--- config.mk ---
export PLATFORM = sky130hd
export DESIGN_NAME = sdma_ctl_regs
export DESIGN_NICKNAME = d
export VERILOG_FILES = /design/src/rtl/sdma_regs_pkg.sv /design/src/rtl/sdma_ring_regs.sv /design/src/rtl/sdma_cmd_ctl.sv /design/src/rtl/sdma_irq_status.sv /design/src/rtl/sdma_ctl_regs.sv
export SDC_FILE = /design/constraint.sdc
export NUM_CORES = 1
export LEC_CHECK = 0
export BUFFER_PORTS_ARGS = -buffer_cell sky130_fd_sc_hd__buf_2
export CAP_MARGIN = 20
export CORE_AREA = 2 2 243 245
export DETAILED_ROUTE_END_ITERATION = 6
export DIE_AREA = 0 0 245 247
export PLACE_DENSITY = 0.65
export SETUP_SLACK_MARGIN = 0.5
export SYNTH_ARGS = -nofsm -noshare
export SYNTH_HDL_FRONTEND = slang
export SYNTH_SLANG_ARGS = --single-unit
export TNS_END_PERCENT = 50
--- constraint.sdc ---
create_clock -name clk -period 4.1 [get_ports clk]
set_input_delay 0.82 -clock clk [delete_from_list [all_inputs] [get_ports clk]]
set_output_delay 0.82 -clock clk [all_outputs]
set_load 0.05 [all_outputs]
--- src/rtl/sdma_regs_pkg.sv ---
package sdma_regs_pkg;
  localparam logic [13:0] ADDR_STATUS = 14'h0000;
  localparam logic [13:0] ADDR_ENMASK = 14'h0014;
  localparam logic [13:0] ADDR_CMD    = 14'h2C24;
  localparam logic [13:0] ADDR_CMDRSP = 14'h2C2C;
  localparam logic [31:0] CMDRSP_VAL  = 32'h0000_FFFF;

  localparam logic [7:0] OFF_TX_START = 8'h80;
  localparam logic [7:0] OFF_TX_END   = 8'h84;
  localparam logic [7:0] OFF_RX_START = 8'h88;
  localparam logic [7:0] OFF_RX_END   = 8'h8C;

  typedef enum logic [1:0] {CMD_NOP, CMD_ON, CMD_OFF} cmd_act_e;

  function automatic cmd_act_e decode_opcode(input logic mode, input logic [7:0] op);
    cmd_act_e act;
    act = CMD_NOP;
    if (op == 8'h00) act = CMD_ON;
    else if (!mode && op == 8'h10) act = CMD_OFF;
    else if (mode && (op == 8'h30 || op == 8'h50)) act = CMD_OFF;
    return act;
  endfunction
endpackage

--- src/rtl/sdma_ring_regs.sv ---
module sdma_ring_regs
  import sdma_regs_pkg::*;
#(
  parameter int DW = 32
) (
  input  logic          clk,
  input  logic          rst_n,
  input  logic          wr_en,
  input  logic [7:0]    off,
  input  logic [DW-1:0] wdata,
  output logic [DW-1:0] rdata,
  output logic [DW-1:0] tx_start,
  output logic [DW-1:0] tx_end,
  output logic [DW-1:0] rx_start,
  output logic [DW-1:0] rx_end,
  output logic          tx_load,
  output logic          rx_load
);
  logic [DW-1:0] txs_q, txe_q, rxs_q, rxe_q, txs_d, txe_d, rxs_d, rxe_d;
  logic          txl_q, rxl_q, txl_d, rxl_d;

  always_comb begin
    txs_d = txs_q;
    txe_d = txe_q;
    rxs_d = rxs_q;
    rxe_d = rxe_q;
    txl_d = 1'b0;
    rxl_d = 1'b0;
    if (wr_en) begin
      case (off)
        OFF_TX_START: begin txs_d = wdata; txl_d = 1'b1; end
        OFF_TX_END:   txe_d = wdata;
        OFF_RX_START: begin rxs_d = wdata; rxl_d = 1'b1; end
        OFF_RX_END:   rxe_d = wdata;
        default: ;
      endcase
    end
  end

  always_ff @(posedge clk or negedge rst_n) begin
    if (!rst_n) begin
      txs_q <= '0;
      txe_q <= '0;
      rxs_q <= '0;
      rxe_q <= '0;
      txl_q <= 1'b0;
      rxl_q <= 1'b0;
    end else begin
      txs_q <= txs_d;
      txe_q <= txe_d;
      rxs_q <= rxs_d;
      rxe_q <= rxe_d;
      txl_q <= txl_d;
      rxl_q <= rxl_d;
    end
  end

  always_comb begin
    case (off)
      OFF_TX_START: rdata = txs_q;
      OFF_TX_END:   rdata = txe_q;
      OFF_RX_START: rdata = rxs_q;
      OFF_RX_END:   rdata = rxe_q;
      default:      rdata = '0;
    endcase
  end

  assign tx_start = txs_q;
  assign tx_end   = txe_q;
  assign rx_start = rxs_q;
  assign rx_end   = rxe_q;
  assign tx_load  = txl_q;
  assign rx_load  = rxl_q;

  // a strobe always accompanies the freshly written start value
  p_tx_load_value_r3: assert property (@(posedge clk) disable iff (!rst_n)
    tx_load |-> (tx_start == $past(wdata)));
  p_rx_load_value_r3: assert property (@(posedge clk) disable iff (!rst_n)
    rx_load |-> (rx_start == $past(wdata)));
  // end registers hold when not addressed
  p_end_hold_r2: assert property (@(posedge clk) disable iff (!rst_n)
    !wr_en |=> ($stable(tx_end) && $stable(rx_end)));
endmodule

--- src/rtl/sdma_cmd_ctl.sv ---
module sdma_cmd_ctl
  import sdma_regs_pkg::*;
#(
  parameter int NCH = 4
) (
  input  logic           clk,
  input  logic           rst_n,
  input  logic           cmd_we,
  input  logic           mode,
  input  logic [7:0]     opcode,
  input  logic [1:0]     chan_sel,
  output logic [NCH-1:0] active
);
  logic [NCH-1:0] act_q, act_d;
  cmd_act_e       action;

  assign action = decode_opcode(mode, opcode);

  always_comb begin
    act_d = act_q;
    if (cmd_we) begin
      for (int i = 0; i < NCH; i++) begin
        if (chan_sel == 2'(i)) begin
          if (action == CMD_ON)  act_d[i] = 1'b1;
          if (action == CMD_OFF) act_d[i] = 1'b0;
        end
      end
    end
  end

  always_ff @(posedge clk or negedge rst_n) begin
    if (!rst_n) act_q <= '0;
    else        act_q <= act_d;
  end

  assign active = act_q;

  // opcodes outside both encodings change nothing
  p_unknown_op_r8: assert property (@(posedge clk) disable iff (!rst_n)
    (cmd_we && opcode != 8'h00 && opcode != 8'h10 && opcode != 8'h30 && opcode != 8'h50)
      |=> $stable(active));
  p_no_cmd_r7: assert property (@(posedge clk) disable iff (!rst_n)
    !cmd_we |=> $stable(active));

  for (genvar g = 0; g < NCH; g++) begin : g_chk
    // enable opcode is common to both modes
    p_enable_r7: assert property (@(posedge clk) disable iff (!rst_n)
      (cmd_we && opcode == 8'h00 && chan_sel == 2'(g)) |=> active[g]);
    // mode 1 disable codes
    p_disable_m1_r8: assert property (@(posedge clk) disable iff (!rst_n)
      (cmd_we && mode && (opcode == 8'h30 || opcode == 8'h50) && chan_sel == 2'(g))
        |=> !active[g]);
  end
endmodule

--- src/rtl/sdma_irq_status.sv ---
module sdma_irq_status #(
  parameter int NCH = 4
) (
  input  logic             clk,
  input  logic             rst_n,
  input  logic [NCH-1:0]   tx_evt,
  input  logic [NCH-1:0]   rx_evt,
  input  logic             clr,
  input  logic [NCH-1:0]   tx_en,
  input  logic [NCH-1:0]   rx_en,
  output logic [2*NCH-1:0] pend_word,
  output logic             irq
);
  logic [NCH-1:0] txp_q, rxp_q, txp_d, rxp_d;

  always_comb begin
    txp_d = clr ? '0 : txp_q;
    rxp_d = clr ? '0 : rxp_q;
    txp_d = txp_d | tx_evt;
    rxp_d = rxp_d | rx_evt;
  end

  always_ff @(posedge clk or negedge rst_n) begin
    if (!rst_n) begin
      txp_q <= '0;
      rxp_q <= '0;
    end else begin
      txp_q <= txp_d;
      rxp_q <= rxp_d;
    end
  end

  assign pend_word = {rxp_q, txp_q};
  assign irq       = |((txp_q & tx_en) | (rxp_q & rx_en));

  // a clear with no coincident event empties the status word
  p_clear_all_r6: assert property (@(posedge clk) disable iff (!rst_n)
    (clr && !(|tx_evt) && !(|rx_evt)) |=> (pend_word == '0));

  for (genvar g = 0; g < NCH; g++) begin : g_chk
    // an event always lands, even during a clear
    p_tx_set_r5: assert property (@(posedge clk) disable iff (!rst_n)
      tx_evt[g] |=> pend_word[g]);
    p_rx_set_r5: assert property (@(posedge clk) disable iff (!rst_n)
      rx_evt[g] |=> pend_word[NCH+g]);
  end
endmodule

--- src/rtl/sdma_ctl_regs.sv ---
module sdma_ctl_regs
  import sdma_regs_pkg::*;
#(
  parameter int NCH = 4,
  parameter int DW  = 32,
  parameter int AW  = 14
) (
  input  logic              clk,
  input  logic              rst_n,
  input  logic              chip_mode,
  input  logic              reg_we,
  input  logic [AW-1:0]     reg_addr,
  input  logic [DW-1:0]     reg_wdata,
  output logic [DW-1:0]     reg_rdata,
  input  logic [NCH-1:0]    tx_evt,
  input  logic [NCH-1:0]    rx_evt,
  output logic [NCH*DW-1:0] tx_ring_start,
  output logic [NCH*DW-1:0] tx_ring_end,
  output logic [NCH*DW-1:0] rx_ring_start,
  output logic [NCH*DW-1:0] rx_ring_end,
  output logic [NCH-1:0]    tx_ptr_load,
  output logic [NCH-1:0]    rx_ptr_load,
  output logic [NCH-1:0]    tx_enable,
  output logic [NCH-1:0]    rx_enable,
  output logic [NCH-1:0]    chan_active,
  output logic              irq
);
  localparam int WINW = AW - 8;
  localparam int MW   = 2 * NCH;

  logic [NCH-1:0]    win_hit;
  logic [DW-1:0]     chan_rd [NCH];
  logic [MW-1:0]     en_q, en_d;
  logic [MW-1:0]     pend_word;
  logic              hit_status, hit_mask, hit_cmd, hit_rsp;

  assign hit_status = (reg_addr == ADDR_STATUS);
  assign hit_mask   = (reg_addr == ADDR_ENMASK);
  assign hit_cmd    = (reg_addr == ADDR_CMD);
  assign hit_rsp    = (reg_addr == ADDR_CMDRSP);

  for (genvar g = 0; g < NCH; g++) begin : g_chan
    assign win_hit[g] = (reg_addr[AW-1:8] == WINW'(g + 1));

    sdma_ring_regs #(.DW(DW)) u_ring (
      .clk      (clk),
      .rst_n    (rst_n),
      .wr_en    (reg_we && win_hit[g]),
      .off      (reg_addr[7:0]),
      .wdata    (reg_wdata),
      .rdata    (chan_rd[g]),
      .tx_start (tx_ring_start[g*DW +: DW]),
      .tx_end   (tx_ring_end[g*DW +: DW]),
      .rx_start (rx_ring_start[g*DW +: DW]),
      .rx_end   (rx_ring_end[g*DW +: DW]),
      .tx_load  (tx_ptr_load[g]),
      .rx_load  (rx_ptr_load[g])
    );

    assign tx_enable[g] = en_q[2*g];
    assign rx_enable[g] = en_q[2*g+1];
  end

  always_comb begin
    en_d = en_q;
    if (reg_we && hit_mask) en_d = reg_wdata[MW-1:0];
  end

  always_ff @(posedge clk or negedge rst_n) begin
    if (!rst_n) en_q <= '0;
    else        en_q <= en_d;
  end

  sdma_cmd_ctl #(.NCH(NCH)) u_cmd (
    .clk      (clk),
    .rst_n    (rst_n),
    .cmd_we   (reg_we && hit_cmd),
    .mode     (chip_mode),
    .opcode   (reg_wdata[19:12]),
    .chan_sel (reg_wdata[1:0]),
    .active   (chan_active)
  );

  sdma_irq_status #(.NCH(NCH)) u_irq (
    .clk       (clk),
    .rst_n     (rst_n),
    .tx_evt    (tx_evt),
    .rx_evt    (rx_evt),
    .clr       (reg_we && hit_status),
    .tx_en     (tx_enable),
    .rx_en     (rx_enable),
    .pend_word (pend_word),
    .irq       (irq)
  );

  always_comb begin
    reg_rdata = '0;
    if (hit_status) reg_rdata = DW'(pend_word);
    if (hit_mask)   reg_rdata = DW'(en_q);
    if (hit_rsp)    reg_rdata = CMDRSP_VAL;
    for (int i = 0; i < NCH; i++)
      if (win_hit[i]) reg_rdata = chan_rd[i];
  end

  // no direction enabled means no interrupt
  p_irq_gate_r10: assert property (@(posedge clk) disable iff (!rst_n)
    (tx_enable == '0 && rx_enable == '0) |-> !irq);
  // the mask only moves on a write to its address
  p_mask_hold_r4: assert property (@(posedge clk) disable iff (!rst_n)
    !(reg_we && hit_mask) |=> ($stable(tx_enable) && $stable(rx_enable)));
  // the response register is constant
  p_rsp_const_r9: assert property (@(posedge clk) disable iff (!rst_n)
    hit_rsp |-> (reg_rdata == 32'h0000_FFFF));
endmodule

[Yosys cells after proc, flatten, opt, wreduce, memory -nomap -nowiden]
Cells that the tools add are included.
Word-level totals
  register bits: 540
  bits in latches: 0
  RAM bits: 0
  memory bits (read-only): 0
  bits of input ports: 58
  output and inout bits: 565
  logic and storage cells: 119
  memories kept: 0
Operators by class
  $add $sub $neg: 0
  multiply operators: 0
  divide/modulo/power cells: 0
  magnitude comparators: 0
  equality and inequality tests: 19
  shift-type cells: 0
  mux-type cells: 28
  bitwise gates (word level): 5
  reductions and logical operators: 36
Operator list (number)
  case mux 32 bit (4 select lines): 4
  2-to-1 mux 32 bit: 6
  equality test 8 bit, second input constant: 4
  AND reduction 2 bit: 16
  equality test 14 bit, second input constant: 2
  equality test 14 x 5 -> 1 bit, second input constant: 1
  logical NOT 14 bit: 1
  equality test 6 x 2 -> 1 bit, second input constant: 2
  2-to-1 mux 1 bit: 12
  OR 4 bit: 3
  AND reduction 3 bit: 4
  logical AND 1 bit: 9
  bitwise AND 4 bit: 2
  equality test 8 x 5 -> 1 bit, second input constant: 1
  equality test 8 x 6 -> 1 bit, second input constant: 1
  equality test 8 x 7 -> 1 bit, second input constant: 1
  logical NOT 8 bit: 1
  2-to-1 mux 4 bit: 2
  2-to-1 mux 8 bit: 1
  equality test 2 bit, second input constant: 3
  equality test 6 x 1 -> 1 bit, second input constant: 1
  equality test 6 x 3 -> 1 bit, second input constant: 1
  2-to-1 mux 2 bit: 3
  equality test 2 x 1 -> 1 bit, second input constant: 2
  5 further kinds: 5

[Logic depth before layout (Yosys ltp)]
Gate-level depths: netlist of run 1.
  depth in word-level cells: 9
  mapped depth: 9
  mapped depth without buffers: 5

[Modules after synthesis]
Synthesis of run 1 repeated with hierarchy kept, for this count alone.
Unflattened totals
  cell total of the unflattened synthesis: 1738
  area, all modules: 28080.7 µm²
By module, submodules not included
  sdma_ring_regs: times used 4, cells each 361, area each 6447.4 µm², sequential area each 3253.1 µm²
  sdma_ctl_regs: times used 1, cells each 248, area each 1724.2 µm², sequential area each 200.2 µm²
  sdma_irq_status: times used 1, cells each 22, area each 301.5 µm², sequential area each 200.2 µm²
  sdma_cmd_ctl: times used 1, cells each 24, area each 265.3 µm², sequential area each 100.1 µm²

[Worst setup path after synthesis of run 1]
OpenSTA, ideal clock, no wires.
  path kind: input-to-output
  start: input reg_addr[2]
  end: output reg_rdata[27]
  arrival time: 4382 ps
  data required time: 3280 ps
  setup slack: -1102 ps
  stages: 7
  buffers on the path: 3
  path through: buf_2 > nor4b_4 > and2_1 > buf_2 > buf_2 > a211oi_1 > a2111oi_0
On the way
  word-level cells in the longest chain between the ends: 6
  elaborated cells on any way between the ends: 14
  classes of those cells: eq/ne: 5; mux: 9
RTL lines
  start: declaration: line sdma_ctl_regs.sv:12  | input logic [AW-1:0] reg_addr,
  equality test 8 bit / equality test 14 bit (equally long branches): line sdma_ring_regs.sv:59, sdma_ctl_regs.sv:40
  case mux 32 bit (4 select lines) / 2-to-1 mux 32 bit (equally long branches): line sdma_ring_regs.sv:59, sdma_ctl_regs.sv:100
  2-to-1 mux 32 bit (3 in series): line sdma_ctl_regs.sv:102  | if (win_hit[i]) reg_rdata = chan_rd[i];
  2-to-1 mux 32 bit (*): line sdma_ctl_regs.sv:102
  end: declaration: line sdma_ctl_regs.sv:14  | output logic [DW-1:0] reg_rdata,
Mark *: on every way between the ends. The rest lies on a longest branch, timed or not.

[Worst setup path in the final report of run 1]
  start: input reg_addr[2]
  end: output reg_rdata[5]
On the way
  word-level cells in the longest chain between the ends: 8
  elaborated cells on any way between the ends: 18
  classes of those cells: eq/ne: 6; mux: 11; reduce/logical: 1
RTL lines
  logical NOT 14 bit: line sdma_ctl_regs.sv:37  | assign hit_status = (reg_addr == ADDR_STATUS);
  2-to-1 mux 8 bit: line sdma_ctl_regs.sv:98  | if (hit_status) reg_rdata = DW'(pend_word);
  2-to-1 mux 32 bit: line sdma_ctl_regs.sv:99  | if (hit_mask) reg_rdata = DW'(en_q);
  2-to-1 mux 32 bit: line sdma_ctl_regs.sv:100  | if (hit_rsp) reg_rdata = CMDRSP_VAL;
  2-to-1 mux 32 bit (3 in series): line sdma_ctl_regs.sv:102
  2-to-1 mux 32 bit (*): line sdma_ctl_regs.sv:102
Marked as above.

==> results.yml, run 1 <==
yosys:
  synth_cells: 1806
  yosysWarnings: 0
  avgSynthCellArea_sq_um: 13.7
  async_flop_share_pct: 100
  synth-edff-count: 0
  synth.net_count: 1864
  seq_area_frac_synth_pct: 54.6
  synth.ff_latch_count: 540
  ys_types: 51
  dominantRegCellSynth: "sky130_fd_sc_hd__dfrtp_1"
  synth.cell_area_sq_um: 24700
placement:
  place_area_sq_um: 29000
  detailedPlacementHpwl_um: 66700
  port_buffers: 622
  finalWeightedCongestion: 0.908
clock_network:
  worst_skew_late_latency_ps: 600
  cts_buffer_depth: 3
  htree_num_levels: 2
  clkTransAtPathRegs_ps: 60
  cts.hold.buffers_added: 0
  cts.root.buffer_cell: "sky130_fd_sc_hd__clkbuf_16"
  cts_tree: "yes"
  cts.sink_count: 540
  cts_buffers: 58
sta:
  fmax_ghz: 0.276
  fin_skew_ps: 0
  final.min_clock_period_ps: 3620
  slew_headroom_pct: 50.9
  grt_setup_unrepaired: "true"
  drv_slew: 0
  min_period_over_period_pct: 88.3
  setup_violations: 0
  fin_tns_setup_ps: 0
  worst-slew-pin-transition_ps: 737
  final_hold_viol_count: 0
drt:
  via_count: 19200
  antenna_violating_nets_post_route: 0
  drt_iter0_markers: 1626
  drt-total-wl_um: 97600
  drc_violations_left: 0
  route.detailed.wl_per_inst_um: 30.1
  via_per_inst: 5.92
  drtPass1Iterations: 5
final_layout:
  layout_commonest_cell: "sky130_fd_sc_hd__buf_2"
  multi_input_comb_area_sq_um: 10600
  filler_cell_count: 4965
  register_area_sq_um: 13500
  fin_nets: 2472
  areaGrowthSynthToFinish_pct: 26.6
  mostFrequentLayoutCells: "sky130_fd_sc_hd__buf_2, sky130_fd_sc_hd__dfrtp_1, sky130_fd_sc_hd__mux2_2"
  final_area_sq_um: 31300
  drive_above_1_share_pct: 53.3
run:
  drv.max_cap_violation_count: 0
die:
  row_count: 89
  die_width_um: 245
  initial_core_util_pct: 42.5
  design.die.area_sq_um: 60500
  design.portCount: 623
  core_area_sq_um: 58200
  chipHeight_um: 247
critical_path:
  critPathCaptureType: "output port"
  critPathRequiredTime_ps: 3280
  worst_setup_path_category: "in -> out"
  worstPathMaxFanout: 21
  startpoint_type: "primary input"
  worst_ep_arrival_time_ps: 2800
power:
  power_per_cell_area_nw_per_um2: 362
  power.ir.vdd_worst_v: 0.000271
  power.static_leakage_nw: 17.0
  finalPower_w: 0.0113
global_routing:
  gr-total-overflow: 0
  grt_start_max_net_pins: 91
  via_count_of_the_first_global_routing_pass: 19300
  track_usage_pct: 31.8
  grt_pass1_wl_um: 139000
  grt_antenna_before_repair: 7
worst_hold_path:
  hold_path.class: "in -> async"
status:
  outcome: "complete, no violations"
-- per-stage QoR --
stage | hold slack (ps) | std cells | util [%] | setup slack [ps]
final | 239 | 3238 | 53.8 | 481
after global routing | 245 | 3236 | 53.8 | 443
after CTS | 232 | 3230 | 53.5 | 479
after detailed placement | 473 | 3117 | 49.9 | 233
after global placement | 467 | 3117 | 49.9 | 254
after floorplan | 472 | 1806 | - | 241
-- where the power goes --
group / leakage (nW) / switching, W / total [W] / internal, W
sequential: 7.51 / 0.00000563 / 0.00534 / 0.00534
clock: 0.977 / 0.00224 / 0.00551 / 0.00327
combinational: 8.48 / 0.000356 / 0.000478 / 0.000123
total: 17.0 / 0.00260 / 0.0113 / 0.00873
-- layout make-up --
cell class,instances,share of cell area [%]
flip-flops and latches,540,43.1
multi-input cells,1105,33.8
repair buffers,709,13.5
clock buffers,84,5.46
well taps,773,3.09
clock inverters,24,0.971
diodes,3,0.0240
-- what timing repair did --
item / in CTS / in global routing
gates cloned: 2 / 1
gates resized for setup: 7 / 27
pin swaps: 2 / 2
setup endpoints to repair: 27 / 28
setup buffers: 3 / 4
-- sequential cells by signal, summed over array words and instances, names as in the netlist --
name	flops
en_q	8
g_chan.u_ring.rx_end	128
g_chan.u_ring.rx_load	4
g_chan.u_ring.rx_start	128
g_chan.u_ring.tx_end	128
g_chan.u_ring.tx_load	4
g_chan.u_ring.tx_start	128
u_cmd.active	4
u_irq.rxp_q	4
u_irq.txp_q	4
-- critical path: stages --
cell	delay, ps
sky130_fd_sc_hd__clkbuf_16	190
sky130_fd_sc_hd__nor4b_4	170
sky130_fd_sc_hd__buf_4	140
sky130_fd_sc_hd__and2_1	170
sky130_fd_sc_hd__and3_2	280
sky130_fd_sc_hd__a221o_1	370
sky130_fd_sc_hd__a2111o_1	450
sky130_fd_sc_hd__buf_6	180
-- cells by family after synthesis --
| kind of cell | count (synthesis) | synth area share (%) |
|---|---|---|
| multiplexers | 584 | 30.4 |
| flip-flops | 540 | 54.6 |
| AND/OR/NAND/NOR | 355 | 6.75 |
| AO/OA/AOI/OAI | 165 | 4.85 |
| buffers and inverters | 161 | 3.37 |
| XOR/XNOR | 1 | 0.0354 |
-- path summary, 6_finish.rpt --
path                                                from                             to  slack (ps)  cells after the start
min in group clk                               rx_evt[2]                 u_irq.rxp_q[2]         390                      2
max reg2reg                                      en_q[3]                        en_q[3]        3200                      1
max in group asynchronous                          rst_n  g_chan[1].u_ring.rx_start[13]        2860                      2
min                                                rst_n   g_chan[2].u_ring.rx_start[6]         240                      1
min reg2reg                g_chan[2].u_ring.rx_start[21]  g_chan[2].u_ring.rx_start[21]         490                      2
max                                          reg_addr[2]                   reg_rdata[5]         480                      8
-- Yosys cell counts, types with 17 or more instances --
library cell	number	area [sq um]
sky130_fd_sc_hd__nand2_1	220	826
sky130_fd_sc_hd__a21oi_1	24	120
sky130_fd_sc_hd__dfrtp_1	540	13500
sky130_fd_sc_hd__buf_2	52	260
sky130_fd_sc_hd__clkbuf_1	65	244
sky130_fd_sc_hd__a22oi_1	26	195
sky130_fd_sc_hd__mux2_1	85	957
sky130_fd_sc_hd__a221oi_1	19	166
sky130_fd_sc_hd__mux4_2	88	1980
sky130_fd_sc_hd__mux2_2	371	4180
sky130_fd_sc_hd__o21ai_0	28	140
sky130_fd_sc_hd__buf_4	32	240
sky130_fd_sc_hd__nor2_1	40	150
sky130_fd_sc_hd__a21o_1	17	128
sky130_fd_sc_hd__mux2i_1	40	400
-- layer usage --
metal / up-vias / global-route usage (%) / share of wire [%]
li1: 7816 / - / -
met1: 10100 / 41.2 / 39
met2: 1045 / 51.0 / 47
met3: 203 / 8.75 / 9.5
met4: 2 / 11.9 / 4.1
met5: - / 0 / 0.016
Power figures use the tool's default switching activity.
==> run 2: changes to the inputs <==
CELL_PAD_IN_SITES_DETAIL_PLACEMENT = 0   (was not set)
CELL_PAD_IN_SITES_GLOBAL_PLACEMENT = 1   (was not set)
CORE_AREA = 2 2 242 244   (was 2 2 243 245)
DIE_AREA = 0 0 244 246   (was 0 0 245 247)
PLACE_DENSITY = 0.8   (was 0.65)
==> results.yml, run 2 (synthesized netlist as in run 1, its figures left out) <==
status:
  outcome: "complete, no violations"
critical_path:
  worstPathMaxFanout: 8
  worst_ep_arrival_time_ps: 2750
  critPathRequiredTime_ps: 3280
  startpoint_type: "primary input"
  capturing_element_of_the_worst_setup_path: "reg_rdata[13]"
  worst-r2r-cell-count: 1
  timing.rr.end: "en_q[2]"
  critPathCaptureType: "output port"
  worst_setup_path_category: "in -> out"
  worst_r2r_startpoint: "en_q[2]"
  reg2reg_slack_ps: 3170
  origin_of_the_worst_setup_path: "reg_addr[9]"
power:
  intPower_w: 0.00858
  combinational_power_share_pct: 4.4
  power.clock.fraction_pct: 47.3
  power.static_leakage_nw: 16.9
  netSwitchingPower_w: 0.00249
  sw_frac_of_total_pct: 22.5
  finalPower_w: 0.0111
  power_per_cell_area_nw_per_um2: 355
  power.sequential.fraction_pct: 48.2
  power.ir.vdd_worst_v: 0.000320
drt:
  drt-total-wl_um: 97300
  route.detailed.wl_per_inst_um: 30.1
  drt_iter0_markers: 1405
  drtPass1Iterations: 5
  via_per_inst: 5.90
  via_count: 19100
  drc_violations_left: 0
  antenna_violating_nets_post_route: 0
sta:
  final.hold.worst_slack_ps: 257
  final.min_clock_period_ps: 3570
  slew_headroom_pct: 44.6
  fmax_ghz: 0.280
  drv_slew: 0
  grt_setup_unrepaired: "true"
  fin_tns_setup_ps: 0
  fin_skew_ps: 0
  setup_violations: 0
  final_hold_viol_count: 0
  worst-slew-pin-transition_ps: 831
  min_period_over_period_pct: 87.1
run:
  drv.max_cap_violation_count: 0
worst_hold_path:
  hold_path.class: "in -> async"
final_layout:
  fin_nets: 2483
  postLayoutCoreUtil_pct: 54.3
  filler_cell_count: 4878
  drive_above_1_share_pct: 53.2
  layout_commonest_cell: "sky130_fd_sc_hd__buf_2"
  mostFrequentLayoutCells: "sky130_fd_sc_hd__buf_2, sky130_fd_sc_hd__dfrtp_1, sky130_fd_sc_hd__mux2_2"
  areaGrowthSynthToFinish_pct: 25.9
  final_area_sq_um: 31200
clock_network:
  cts.sink_count: 540
  cts_buffers: 56
  worst_skew_late_latency_ps: 610
  cts_buffer_depth: 3
  clkTransAtPathRegs_ps: 60
  cts.root.buffer_cell: "sky130_fd_sc_hd__clkbuf_16"
  cts_tree: "yes"
  htree_num_levels: 2
global_routing:
  track_usage_pct: 31.4
  grt_antenna_before_repair: 8
  grt_start_max_net_pins: 94
  via_count_of_the_first_global_routing_pass: 19200
  grt_pass1_wl_um: 137000
  gr-total-overflow: 0
placement:
  place_area_sq_um: 29000
  finalWeightedCongestion: 0.900
  detailedPlacementHpwl_um: 66000
  port_buffers: 622
die:
  design.die.area_sq_um: 60000
  row_count: 88
  initial_core_util_pct: 43.1
  core_area_sq_um: 57400
  design.portCount: 623
  chipHeight_um: 246
  die_width_um: 244
==> run 2: changes by cell type in the layout (fill, tap and decap cells not counted), sizes merged <==
cell | previous run | this run
clkbuf | 89 | 92
clkinvlp | 6 | 1
bufinv | 6 | 5
buf | 702 | 713
bufbuf | 2 | 1
clkinv | 11 | 5
inv | 1 | 0
==> run 2: repair_timing <==
action | 4_1_cts | 5_1_grt
endpoints found under the setup margin | 32 | 27
pin swaps | 1 | 2
hold buffers | 0 | 0
gates cloned | 1 | 4
gates resized for setup | 16 | 20
setup buffers | 2 | 4
==> run 2: worst max-delay path, cell delays in order <==
cell	delay, ps
sky130_fd_sc_hd__buf_2	150
sky130_fd_sc_hd__nor4_1	490
sky130_fd_sc_hd__and4_1	520
sky130_fd_sc_hd__buf_4	270
sky130_fd_sc_hd__nand3b_1	190
sky130_fd_sc_hd__buf_2	290
==> run 2: power groups by stage <==
stage | sequential, W | combinational [W] | clock, W
3_5_place_dp | 0.00544 | 0.000465 | 0
6_report | 0.00534 | 0.000492 | 0.00524
2_1_floorplan | 0.00546 | 0.000168 | 0
4_1_cts | 0.00534 | 0.000476 | 0.00531
3_3_place_gp | 0.00544 | 0.000455 | 0
5_1_grt | 0.00534 | 0.000528 | 0.00553
==> run 2: per-stage QoR <==
| step | setup WS (ps) | cells |
|---|---|---|
| 2_1_floorplan | 241 | 1806 |
| 3_3_place_gp | 200 | 3121 |
| 3_5_place_dp | 207 | 3121 |
| 4_1_cts | 448 | 3219 |
| 5_1_grt | 472 | 3229 |
| 6_report | 528 | 3230 |
==> run 2: final cells by class <==
cell class	instances	area [sq um]	area share (%)
diodes	3	7.51	0.0241
clock buffers	84	1680	5.38
clock inverters	11	186	0.598
multi-input cells	1105	10600	33.9
flip-flops and latches	540	13500	43.4
well taps	765	957	3.07
repair buffers	722	4250	13.6
==> run 2: layer usage <==
layer	routed length, um	vias up	GRT usage [%]	part of all wire (%)
met4	3830	2	11.4	3.9
met2	46900	1023	51.5	48
met5	11	-	0	0.011
li1	-	7836	-	-
met3	9060	213	7.98	9.3
met1	37500	9984	40.5	39
==> run 2: worst min-delay path by stage <==
stage	startpoint	end	slack, ps	cells after the start
2_1_floorplan	u_irq.rxp_q[2]	u_irq.rxp_q[2]	470	1
3_3_place_gp	g_chan[0].u_ring.rx_start[19]	g_chan[0].u_ring.rx_start[19]	470	2
3_5_place_dp	g_chan[2].u_ring.rx_start[29]	g_chan[2].u_ring.rx_start[29]	480	2
4_1_cts	rst_n	g_chan[0].u_ring.tx_start[1]	260	1
5_1_grt	rst_n	g_chan[0].u_ring.tx_end[1]	280	1
6_report	rst_n	g_chan[0].u_ring.tx_start[1]	260	1
==> run 3: changes to the inputs <==
CORE_AREA = not set   (was 2 2 242 244)
CORE_MARGIN = 1.5   (was not set)
CORE_UTILIZATION = 39   (was not set)
DIE_AREA = not set   (was 0 0 244 246)
PLACE_DENSITY = 0.76   (was 0.8)
clock period = 3.25 ns   (was 4.1 ns; I/O delays follow)
==> results.yml, run 3 (synthesized netlist as in run 1, its figures left out) <==
status:
  outcome: "finished with violations"
  violations: "negative hold slack"
final_layout:
  multi_input_comb_area_sq_um: 11000
  register_area_sq_um: 13500
  drive_above_1_share_pct: 57.2
  layout_commonest_cell: "sky130_fd_sc_hd__buf_2"
  post_layout_nonfiller_instances: 3430
  fin_nets: 2591
  areaGrowthSynthToFinish_pct: 34.6
  mostFrequentLayoutCells: "sky130_fd_sc_hd__buf_2, sky130_fd_sc_hd__dfrtp_1, sky130_fd_sc_hd__mux2_2"
  final_area_sq_um: 33300
  filler_cell_count: 5402
drt:
  drt-total-wl_um: 102000
  drtPass1Iterations: 5
  route.detailed.wl_per_inst_um: 29.7
  drt_iter0_markers: 1565
  via_count: 19400
  drc_violations_left: 0
  via_per_inst: 5.67
  antenna_violating_nets_post_route: 0
critical_path:
  critPathCaptureType: "output port"
  critical_path.n_buffers_inverters: 4
  critPathSlowestCell: "sky130_fd_sc_hd__a221o_1"
  worstPathMaxFanout: 12
  critPathTopFamily: "compound AO/OA/AOI/OAI gates"
  worst_setup_path_category: "in -> out"
  worst_ep_arrival_time_ps: 2480
  critPathRequiredTime_ps: 2600
  cpPeakStageDelay_ps: 410
  startpoint_type: "primary input"
  crit_path_cell_trace: "buf_6, nor4b_4, buf_6, and2_4, buf_12, a221oi_1, a221o_1, a21oi_4, buf_12"
sta:
  drv_slew: 0
  final_hold_viol_count: 1
  min_period_over_period_pct: 96.4
  setup_slack_after_layout_ps: 116
  worst-slew-pin-transition_ps: 847
  final.hold.worst_slack_ps: -3.51
  final.min_clock_period_ps: 3130
  setup_violations: 0
  fin_skew_ps: 0
  slew_headroom_pct: 42.9
  fmax_ghz: 0.319
  grt_setup_unrepaired: "true"
placement:
  port_buffers: 622
  worst_slack_after_detailed_placement_ps: -52.4
  detailedPlacementHpwl_um: 71400
  dpl.cell_count: 3253
  finalWeightedCongestion: 0.944
  place_area_sq_um: 30100
die:
  chipHeight_um: 255
  initial_core_util_pct: 39.4
  design.die.area_sq_um: 65000
  design.portCount: 623
  die_width_um: 255
  row_count: 92
  core_area_sq_um: 62900
power:
  power_per_cell_area_nw_per_um2: 431
  power.static_leakage_nw: 17.8
  power.ir.vdd_worst_v: 0.000461
clock_network:
  cts.sink_count: 540
  clkTransAtPathRegs_ps: 60
  htree_num_levels: 2
  cts.root.buffer_cell: "sky130_fd_sc_hd__clkbuf_16"
  worst_skew_late_latency_ps: 630
  cts_tree: "yes"
  cts.hold.buffers_added: 0
  cts_buffers: 59
  cts_buffer_depth: 3
global_routing:
  grt_start_max_net_pins: 85
  track_usage_pct: 30.3
  grt_antenna_before_repair: 3
  gr-total-overflow: 0
  grt_pass1_wl_um: 141000
  via_count_of_the_first_global_routing_pass: 19500
worst_hold_path:
  hold_path.class: "in -> async"
run:
  drv.max_cap_violation_count: 0
run 3: what timing repair did:
item                                    in CTS  in global routing
pin swaps                                   15                 19
endpoints found under the setup margin      32                 32
gates resized for setup                     84                 52
gates cloned                                 3                  5
buffers inserted                            17                 40
run 3: stage by stage:
stage | setup TNS [ps] | hold slack (ps) | utilization (%) | total power, W
final | 0 | -3.51 | 53.0 | 0.0144
after global routing | 0 | 26.4 | 53.0 | 0.0148
after CTS | 0 | 33.9 | 52.0 | 0.0144
after detailed placement | -79.7 | 475 | 47.9 | 0.00751
after global placement | -149 | 468 | 47.9 | 0.00749
after floorplan | 0 | 354 | - | 0.00712
run 3: final timing paths:
path                            cells after the start  slack, ps                     startpoint                             to
worst max-delay path                                9        120                    reg_addr[4]                  reg_rdata[19]
worst min-delay path                                1         -4                          rst_n    g_chan[1].u_ring.tx_end[10]
worst max register to register                      2       2290   g_chan[3].u_ring.rx_start[1]   g_chan[3].u_ring.rx_start[1]
worst min register to register                      2        490  g_chan[0].u_ring.rx_start[17]  g_chan[0].u_ring.rx_start[17]
max in group asynchronous                           2       2200                          rst_n     g_chan[0].u_ring.tx_end[7]
min in group clk                                    2        200                      rx_evt[0]                 u_irq.rxp_q[0]
run 3: metal layers:
metal,vias to the layer above,GRT usage (%),share of wire (%)
met3,173,8.62,9.6
li1,8049,-,-
met4,0,9.54,3.4
met5,-,0,0
met1,10200,39.3,40
met2,997,49.3,47
run 3: power breakdown:
part / switching (W) / total (W) / internal (W)
registers: 0.00000747 / 0.00674 / 0.00673
clock network: 0.00287 / 0.00690 / 0.00403
logic: 0.000480 / 0.000708 / 0.000227
run 3: area by class of cell:
class                           count  area share [%]
Clock buffer                       93            5.39
Clock inverter                     18           0.623
Multi-Input combinational cell   1105            33.0
Sequential cell                   540            40.6
Tap cell                          846            3.18
Antenna cell                        1         0.00751
Timing Repair Buffer              827            17.3
